<file path="config.mk">
export PLATFORM = sky130hd
export DESIGN_NAME = flash_irq_regs
export DESIGN_NICKNAME = d
export VERILOG_FILES = /design/src/rtl/flash_regs_pkg.sv /design/src/rtl/fc_cfg_regs.sv /design/src/rtl/fc_cmd_gate.sv /design/src/rtl/fc_int_status.sv /design/src/rtl/fc_irq_drive.sv /design/src/rtl/flash_irq_regs.sv
export SDC_FILE = /design/constraint.sdc
export NUM_CORES = 1
export LEC_CHECK = 0
export ABC_AREA = 1
export BUFFER_PORTS_ARGS = -buffer_cell sky130_fd_sc_hd__buf_2
export CAP_MARGIN = 20
export CORE_AREA = 2 2 105 107
export CTS_CLUSTER_DIAMETER = 60
export DETAILED_ROUTE_END_ITERATION = 16
export DIE_AREA = 0 0 107 109
export GPL_TIMING_DRIVEN = 0
export SYNTH_ARGS = -nofsm -noshare
export SYNTH_HDL_FRONTEND = slang
export SYNTH_HIERARCHICAL = 1
export SYNTH_SLANG_ARGS = --single-unit
</file>
<file path="constraint.sdc">
create_clock -name clk -period 3.5 [get_ports clk]
set_clock_uncertainty 0.2 [all_clocks]
set_input_delay 0.525 -clock clk [delete_from_list [all_inputs] [get_ports clk]]
set_output_delay 0.525 -clock clk [all_outputs]
set_load 0.02 [all_outputs]
</file>
<file path="src/rtl/flash_regs_pkg.sv">
package flash_regs_pkg;
  localparam int DATA_W     = 16;
  localparam int SEL_W      = 3;
  localparam int NUM_CLS    = 4;
  localparam int CLS_W      = $clog2(NUM_CLS);
  localparam int CLS_LSB    = 4;
  localparam int NUM_ERR    = 4;
  localparam int ERR_LSB    = 10;
  localparam int PEND_BIT   = 15;
  localparam int POL_BIT    = 6;
  localparam int RDY_BIT    = 7;

  localparam logic [DATA_W-1:0] CFG1_INIT     = 16'h40C0;
  localparam logic [DATA_W-1:0] CFG2_INIT     = 16'h0000;
  localparam logic [DATA_W-1:0] CFG1_RD_MASK  = 16'hFFE0;
  localparam logic [DATA_W-1:0] INT_COLD_INIT = 16'h8080;
  localparam logic [DATA_W-1:0] INT_WARM_INIT = 16'h8010;

  typedef enum logic [SEL_W-1:0] {
    SEL_CMD  = 3'd0,
    SEL_CFG1 = 3'd1,
    SEL_CFG2 = 3'd2,
    SEL_STAT = 3'd3,
    SEL_INT  = 3'd4
  } reg_sel_e;

  function automatic logic [DATA_W-1:0] err_field_mask();
    logic [DATA_W-1:0] m;
    m = '0;
    for (int k = 0; k < NUM_ERR; k++) m[ERR_LSB+k] = 1'b1;
    return m;
  endfunction
endpackage

</file>
<file path="src/rtl/fc_cfg_regs.sv">
module fc_cfg_regs
  import flash_regs_pkg::*;
(
  input  logic              clk,
  input  logic              rst,
  input  logic              warm_rst,
  input  logic              cfg1_we,
  input  logic              cfg2_we,
  input  logic [DATA_W-1:0] wdata,
  output logic [DATA_W-1:0] cfg1_q,
  output logic [DATA_W-1:0] cfg2_q,
  output logic              ready_q
);
  always_ff @(posedge clk) begin
    if (rst || warm_rst) begin
      cfg1_q  <= CFG1_INIT;
      cfg2_q  <= CFG2_INIT;
      ready_q <= 1'b1;
    end else begin
      if (cfg1_we) begin
        cfg1_q  <= wdata;
        ready_q <= wdata[RDY_BIT];
      end
      if (cfg2_we) cfg2_q <= wdata;
    end
  end


  ready_track_chk: assert property (@(posedge clk) disable iff (rst || warm_rst)
    cfg1_we |=> (ready_q == $past(wdata[RDY_BIT])));
endmodule

</file>
<file path="src/rtl/fc_cmd_gate.sv">
module fc_cmd_gate
  import flash_regs_pkg::*;
(
  input  logic              clk,
  input  logic              rst,
  input  logic              warm_rst,
  input  logic              cmd_we,
  input  logic              pending,
  input  logic [DATA_W-1:0] wdata,
  output logic [DATA_W-1:0] cmd_q,
  output logic              strobe_q
);
  logic accept;
  assign accept = cmd_we && !pending;

  always_ff @(posedge clk) begin
    if (rst || warm_rst) begin
      cmd_q    <= '0;
      strobe_q <= 1'b0;
    end else begin
      strobe_q <= accept;
      if (accept) cmd_q <= wdata;
    end
  end


  cmd_refused_chk: assert property (@(posedge clk) disable iff (rst || warm_rst)
    (cmd_we && pending) |=> (!strobe_q && $stable(cmd_q)));

  cmd_taken_chk: assert property (@(posedge clk) disable iff (rst || warm_rst)
    (cmd_we && !pending) |=> (strobe_q && cmd_q == $past(wdata)));
endmodule

</file>
<file path="src/rtl/fc_int_status.sv">
module fc_int_status
  import flash_regs_pkg::*;
(
  input  logic              clk,
  input  logic              rst,
  input  logic              warm_rst,
  input  logic              int_we,
  input  logic [DATA_W-1:0] wdata,
  input  logic              evt_valid,
  input  logic [CLS_W-1:0]  evt_cls,
  input  logic              evt_cls_en,
  input  logic [NUM_ERR-1:0] evt_err,
  output logic [DATA_W-1:0] int_q,
  output logic [DATA_W-1:0] stat_q
);
  localparam logic [DATA_W-1:0] ERR_MASK = err_field_mask();

  logic [DATA_W-1:0] int_masked, evt_int_bits, evt_err_bits;
  logic [DATA_W-1:0] int_d, stat_kept, stat_d;
  logic              wipe;

  always_comb begin
    int_masked = int_we ? (int_q & wdata) : int_q;
    wipe       = int_we && !int_masked[PEND_BIT];
    stat_kept  = wipe ? (stat_q & ~ERR_MASK) : stat_q;
  end

  always_comb begin
    evt_int_bits = '0;
    evt_err_bits = '0;
    if (evt_valid) begin
      evt_int_bits[PEND_BIT] = 1'b1;
      for (int k = 0; k < NUM_CLS; k++) begin
        if (evt_cls_en && evt_cls == CLS_W'(k)) evt_int_bits[CLS_LSB+k] = 1'b1;
      end
      for (int e = 0; e < NUM_ERR; e++) evt_err_bits[ERR_LSB+e] = evt_err[e];
    end
  end

  assign int_d  = int_masked | evt_int_bits;
  assign stat_d = stat_kept | evt_err_bits;

  always_ff @(posedge clk) begin
    if (rst) begin
      int_q  <= INT_COLD_INIT;
      stat_q <= '0;
    end else if (warm_rst) begin
      int_q  <= INT_WARM_INIT;
      stat_q <= '0;
    end else begin
      int_q  <= int_d;
      stat_q <= stat_d;
    end
  end


  int_and_chk: assert property (@(posedge clk) disable iff (rst || warm_rst)
    (int_we && !evt_valid) |=> (int_q == ($past(int_q) & $past(wdata))));

  err_wipe_chk: assert property (@(posedge clk) disable iff (rst || warm_rst)
    (int_we && !evt_valid && !(int_q[PEND_BIT] && wdata[PEND_BIT]))
      |=> ((stat_q & ERR_MASK) == '0));

  evt_pending_chk: assert property (@(posedge clk) disable iff (rst || warm_rst)
    evt_valid |=> int_q[PEND_BIT]);

  evt_err_chk: assert property (@(posedge clk) disable iff (rst || warm_rst)
    evt_valid |=> ((stat_q[ERR_LSB +: NUM_ERR] & $past(evt_err)) == $past(evt_err)));
endmodule

</file>
<file path="src/rtl/fc_irq_drive.sv">
module fc_irq_drive
  import flash_regs_pkg::*;
(
  input  logic clk,
  input  logic rst,
  input  logic warm_rst,
  input  logic pending,
  input  logic pol_bit,
  output logic irq_q
);
  logic seen_edge;

  always_ff @(posedge clk) begin
    if (rst || warm_rst) begin
      irq_q     <= 1'b1;
      seen_edge <= 1'b0;
    end else begin
      irq_q     <= pending ^ ~pol_bit;
      seen_edge <= 1'b1;
    end
  end


  irq_lag_chk: assert property (@(posedge clk) disable iff (rst || warm_rst)
    seen_edge |-> (irq_q == ($past(pending) ^ ~$past(pol_bit))));
endmodule

</file>
<file path="src/rtl/flash_irq_regs.sv">
module flash_irq_regs
  import flash_regs_pkg::*;
(
  input  logic               clk,
  input  logic               rst,
  input  logic               warm_rst,
  input  logic [SEL_W-1:0]   reg_addr,
  input  logic               reg_we,
  input  logic [DATA_W-1:0]  reg_wdata,
  output logic [DATA_W-1:0]  reg_rdata,
  output logic               cmd_strobe_o,
  output logic [DATA_W-1:0]  cmd_code_o,
  input  logic               evt_valid_i,
  input  logic [CLS_W-1:0]   evt_cls_i,
  input  logic               evt_cls_en_i,
  input  logic [NUM_ERR-1:0] evt_err_i,
  output logic               irq_o,
  output logic               ready_o
);
  logic              we_cmd, we_cfg1, we_cfg2, we_int;
  logic [DATA_W-1:0] cfg1_q, cfg2_q, int_q, stat_q, cmd_q;
  logic [DATA_W-1:0] rd_mux;

  always_comb begin
    we_cmd  = reg_we && (reg_addr == SEL_CMD);
    we_cfg1 = reg_we && (reg_addr == SEL_CFG1);
    we_cfg2 = reg_we && (reg_addr == SEL_CFG2);
    we_int  = reg_we && (reg_addr == SEL_INT);
  end

  fc_cfg_regs u_cfg (
    .clk(clk), .rst(rst), .warm_rst(warm_rst),
    .cfg1_we(we_cfg1), .cfg2_we(we_cfg2), .wdata(reg_wdata),
    .cfg1_q(cfg1_q), .cfg2_q(cfg2_q), .ready_q(ready_o)
  );

  fc_cmd_gate u_cmd (
    .clk(clk), .rst(rst), .warm_rst(warm_rst),
    .cmd_we(we_cmd), .pending(int_q[PEND_BIT]), .wdata(reg_wdata),
    .cmd_q(cmd_q), .strobe_q(cmd_strobe_o)
  );

  fc_int_status u_int (
    .clk(clk), .rst(rst), .warm_rst(warm_rst),
    .int_we(we_int), .wdata(reg_wdata),
    .evt_valid(evt_valid_i), .evt_cls(evt_cls_i), .evt_cls_en(evt_cls_en_i),
    .evt_err(evt_err_i), .int_q(int_q), .stat_q(stat_q)
  );

  fc_irq_drive u_irq (
    .clk(clk), .rst(rst), .warm_rst(warm_rst),
    .pending(int_q[PEND_BIT]), .pol_bit(cfg1_q[POL_BIT]), .irq_q(irq_o)
  );

  assign cmd_code_o = cmd_q;

  always_comb begin
    case (reg_addr)
      SEL_CMD:  rd_mux = cmd_q;
      SEL_CFG1: rd_mux = cfg1_q & CFG1_RD_MASK;
      SEL_CFG2: rd_mux = cfg2_q;
      SEL_STAT: rd_mux = stat_q;
      SEL_INT:  rd_mux = int_q;
      default:  rd_mux = '0;
    endcase
  end

  always_ff @(posedge clk) begin
    if (rst) reg_rdata <= '0;
    else     reg_rdata <= rd_mux;
  end


  evt_survives_clear_chk: assert property (@(posedge clk) disable iff (rst || warm_rst)
    (we_int && evt_valid_i) |=> int_q[PEND_BIT]);

  cold_init_chk: assert property (@(posedge clk)
    $past(rst) |-> (int_q == INT_COLD_INIT && stat_q == '0 && !cmd_strobe_o));
endmodule

</file>
# After elaboration in Yosys (flattened, before gate mapping)
# Index checks and enable logic that the tools add are counted.
[classes]
n_eq_ne = 7
mux = 11
bitwise_logic = 5
n_reduce_logical = 16
[op_table]
columns = ["cell", "count"]
rows = [
  ["$pmux 16 s5", 1],
  ["$and 16x16->16", 1],
  ["$mux 16", 1],
  ["$or 16x14->16", 1],
  ["$or 16x16->16", 1],
  ["$mux 14", 1],
  ["$logic_and 1x1->1", 10],
  ["$mux 4", 2],
  ["$mux 8", 1],
  ["$eq 3x2->1 const B", 2],
  ["$mux 1", 5],
  ["$eq 2x2->1 const B", 2],
  ["$eq 3x1->1 const B", 1],
  ["$eq 3x3->1 const B", 1],
  ["$logic_not 3->1", 1],
  ["$eq 2x1->1 const B", 1],
  ["$logic_not 1->1", 2],
  ["$logic_not 2->1", 1],
  ["$reduce_or 2->1", 1],
  ["$logic_or 1x1->1", 1],
  ["$not 1->1", 1],
  ["$xor 1x1->1", 1],
]
[totals]
ff_bits = 99
out_inout_bits = 35
elab_cells = 49

# Logic depth before layout (Yosys ltp)
[logic_depth]
depth_word = 7
depth_mapped = 9

# By module
# Netlist, hierarchy kept.
[by_module_without_submodules]
columns = ["module", "instances", "cells_per_inst", "area_per_inst_um2"]
rows = [
  ["fc_cfg_regs", 1, 185, 1282.5],
  ["flash_irq_regs", 1, 184, 1156.1],
  ["fc_int_status", 1, 111, 900.9],
  ["fc_cmd_gate", 1, 107, 725.7],
  ["fc_irq_drive", 1, 7, 43.8],
]

# Worst setup path before layout
# No wires, ideal clock.
[synth_timing]
kind = "input-to-reg"
start = "input reg_addr[2]"
end = "register u_cfg.cfg2_q[11]"
setup_ps = 114
arrival_ps = 1701
slack_ps = 1485
cell_stages = 7
cell_sequence = "buf_6 -> buf_4 -> nor4_1 -> buf_4 -> nand2_1 -> nand2_1 -> nor2_2"
[synth_between]
elab_chain_len = 2
[synth_lines]
columns = ["item", "line_no", "source"]
rows = [
  ["start: declaration", "flash_irq_regs.sv:7", "input logic [SEL_W-1:0] reg_addr,"],
  ["$eq 3x2->1", "flash_irq_regs.sv:27", "we_cfg2 = reg_we && (reg_addr == SEL_CFG2);"],
  ["$logic_and 1x1->1", "flash_irq_regs.sv:27", ""],
  ["net we_cfg2", "flash_irq_regs.sv:20", "logic we_cmd, we_cfg1, we_cfg2, we_int;"],
  ["end signal: assignment", "fc_cfg_regs.sv:24", "if (cfg2_we) cfg2_q <= wdata;"],
  ["end: declaration", "fc_cfg_regs.sv:11", "output logic [DATA_W-1:0] cfg2_q,"],
]
# The timed path passes the listed nets, and every way through them passes these cells.
# A chain may end at the register's enable or synchronous reset.

# Worst setup path after layout
# Same ends and word-level chain as after synthesis.

==> flow_metrics.env <==
export IMPL_outcome="finished, final reports clean"
export IMPL_grt_pass1_vias=3645
export IMPL_dpl_worst_slack_ns=0.911
export IMPL_dr_pass1_iters=4
export IMPL_cts_max_path_buffers=2
export IMPL_dieArea_um2=11700
export IMPL_tightest_slew_ns=0.885
export IMPL_drive_gt1_share_pct=23.3
export IMPL_crit_slowest_cell="nor4_1"
export IMPL_io_pins=66
export IMPL_crit_type="in2reg"
export IMPL_first_iter_violations=184
export IMPL_grt_max_degree=13
export IMPL_worstPathArrival_ns=2.31
export IMPL_power_density_nw_per_um2=392
export IMPL_cpPeakStageDelay_ns=0.77
export IMPL_crit_fanout=10
export IMPL_hold_viol=0
export IMPL_fin_hold_ws_ns=0.217
export IMPL_setup_viol=0
export IMPL_grt_overflow_total=0
export IMPL_slew_viol_final=0
export IMPL_io_buffer_count=64
export IMPL_cts_clk_slew_worst_paths_ns=0.08
export IMPL_antennaDiodeCount=0
export IMPL_die_x_um=107
export IMPL_grt_usage_pct=21.3
export IMPL_wl_per_cell_um=14.8
export IMPL_timing_setup_tns_ns=0
export IMPL_crit_required_ns=3.57
export IMPL_fp_dieH_um=109
export IMPL_postCtsHoldBufs=0
export IMPL_maxCapViolCount=0
export IMPL_clock_sinks=81
export IMPL_postRouteAntennaNets=0
export IMPL_coreArea_um2=10600
export IMPL_cts_setup_buffers=0
export IMPL_start_util_pct=37.1
export IMPL_tritoncts="built"
export IMPL_slew_headroom_pct=40.5
export IMPL_viasPerCell=4.74
export IMPL_start_kind="input pin"
export IMPL_r2r_setup_slack_ns=1.86
export IMPL_crit_path_end_kind="register"
export IMPL_yosysWarnings=6
export IMPL_synth_area_um2=3930
export IMPL_vdd_drop_max_v=0.000138
export IMPL_hold_path_class="in2reg"
export IMPL_critPathTopFamily="simple AND/OR/NAND/NOR gates"
export IMPL_setup_ws_ns=1.26
export IMPL_path_cells="buf_2 > buf_6 > buf_4 > nor4_1 > buf_4 > nand2_1 > nand2_1 > nor2_2"
export IMPL_cts_root_buffer_cell="clkbuf_8"
export IMPL_dp_hpwl_mm=8.44
export IMPL_via_count=3792
export IMPL_std_cell_rows=38
export IMPL_crit_buf_inv=4
export IMPL_cts_htree_levels=3
export IMPL_power_leakage_nw=2.23
export IMPL_drc=0
export IMPL_clk_latency_ns=0.37
export IMPL_fin_crit_sh_pct=64.0
export IMPL_gp_congestion=0.861
export IMPL_fmax_mhz=446
export IMPL_grt_pass1_wl_mm=18.6
export IMPL_total_power_mw=1.83
export IMPL_ctsResizeCount=0
export IMPL_synthCells=569
export IMPL_fin_crit_ns=2.24
export IMPL_fin_nets=686
export IMPL_rsz0062_at_grt="no"
export IMPL_routed_wl_mm=11.8
export IMPL_syn_to_final_growth_pct=18.5
export IMPL_syn_area_per_cell_um2=6.91
export IMPL_antenna_found_initial=0
export IMPL_cts_made_buffers=9
power breakdown:
group | internal [mW] | switching [mW] | leakage (nW)
Sequential | 0.933 | 0.00682 | 0.655
Clock | 0.334 | 0.345 | 0.102
Combinational | 0.0717 | 0.137 | 1.47
Total | 1.34 | 0.489 | 2.23
worst reg2reg max path: cells and delay by family (launching register included):
kind                   cells  cell delay (ns)
and+or+nand+nor            3             0.27
DFF                        1             0.59
buffers and inverters      2             0.54
metal layers:
metal | vias to the layer above | track usage [%] | part of all wire, %
li1 | 1938 | - | -
met4 | 0 | 9.46 | 2.8
met1 | 1721 | 27.8 | 46
met3 | 26 | 3.23 | 5.1
met5 | - | 0 | 0
met2 | 107 | 35.0 | 46
final cells by class:
type	count	area [µm²]
clock buffer	14	183
fill	1153	5940
multi-input combinational	399	1810
buffer	46	344
sequential	81	1620
clock inverter	2	10.0
inverter	54	203
tap	140	175
timing repair buffer	64	320
sequential cells by signal, indices dropped and copies added (netlist names), named ones only:
signal,flops
reg_rdata,16
u_cfg/cfg1_q,11
u_cfg/cfg2_q,16
u_cmd/cmd_q,16
u_cmd/strobe_q,1
u_int/int_q,12
u_int/stat_q,4
u_irq/irq_q,1
worst paths after layout:
path                   start                to  depth (start not counted)
max              reg_addr[2]  u_cfg/cfg2_q[11]                          8
min            reg_wdata[10]   u_int/int_q[10]                          3
max reg2reg  u_int/int_q[15]    u_cmd/cmd_q[9]                          5
min reg2reg         register          register                          2
per-stage QoR:
step | cell area [µm²] | std cells | utilization [%]
4_1_cts | 4660 | 800 | 44.0
3_3_place_gp | 4470 | 784 | 42.2
2_1_floorplan | 3980 | 580 | -
3_5_place_dp | 4470 | 784 | 42.2
5_1_grt | 4660 | 800 | 44.0
6_report | 4660 | 800 | 44.0
layout by cell type, fill, tap and decap left out, types with 3 or more instances in the layout:
master	count
clkbuf_8	13
nand3_1	59
inv_1	49
nand2_1	124
inv_2	5
nor2_4	3
o21ai_0	5
buf_6	9
buf_2	78
nor2_2	9
nor2_1	133
dfxtp_1	81
nand4_1	33
conb_1	12
o21ai_2	10
buf_4	20
Power figures use the tool's default switching activity.
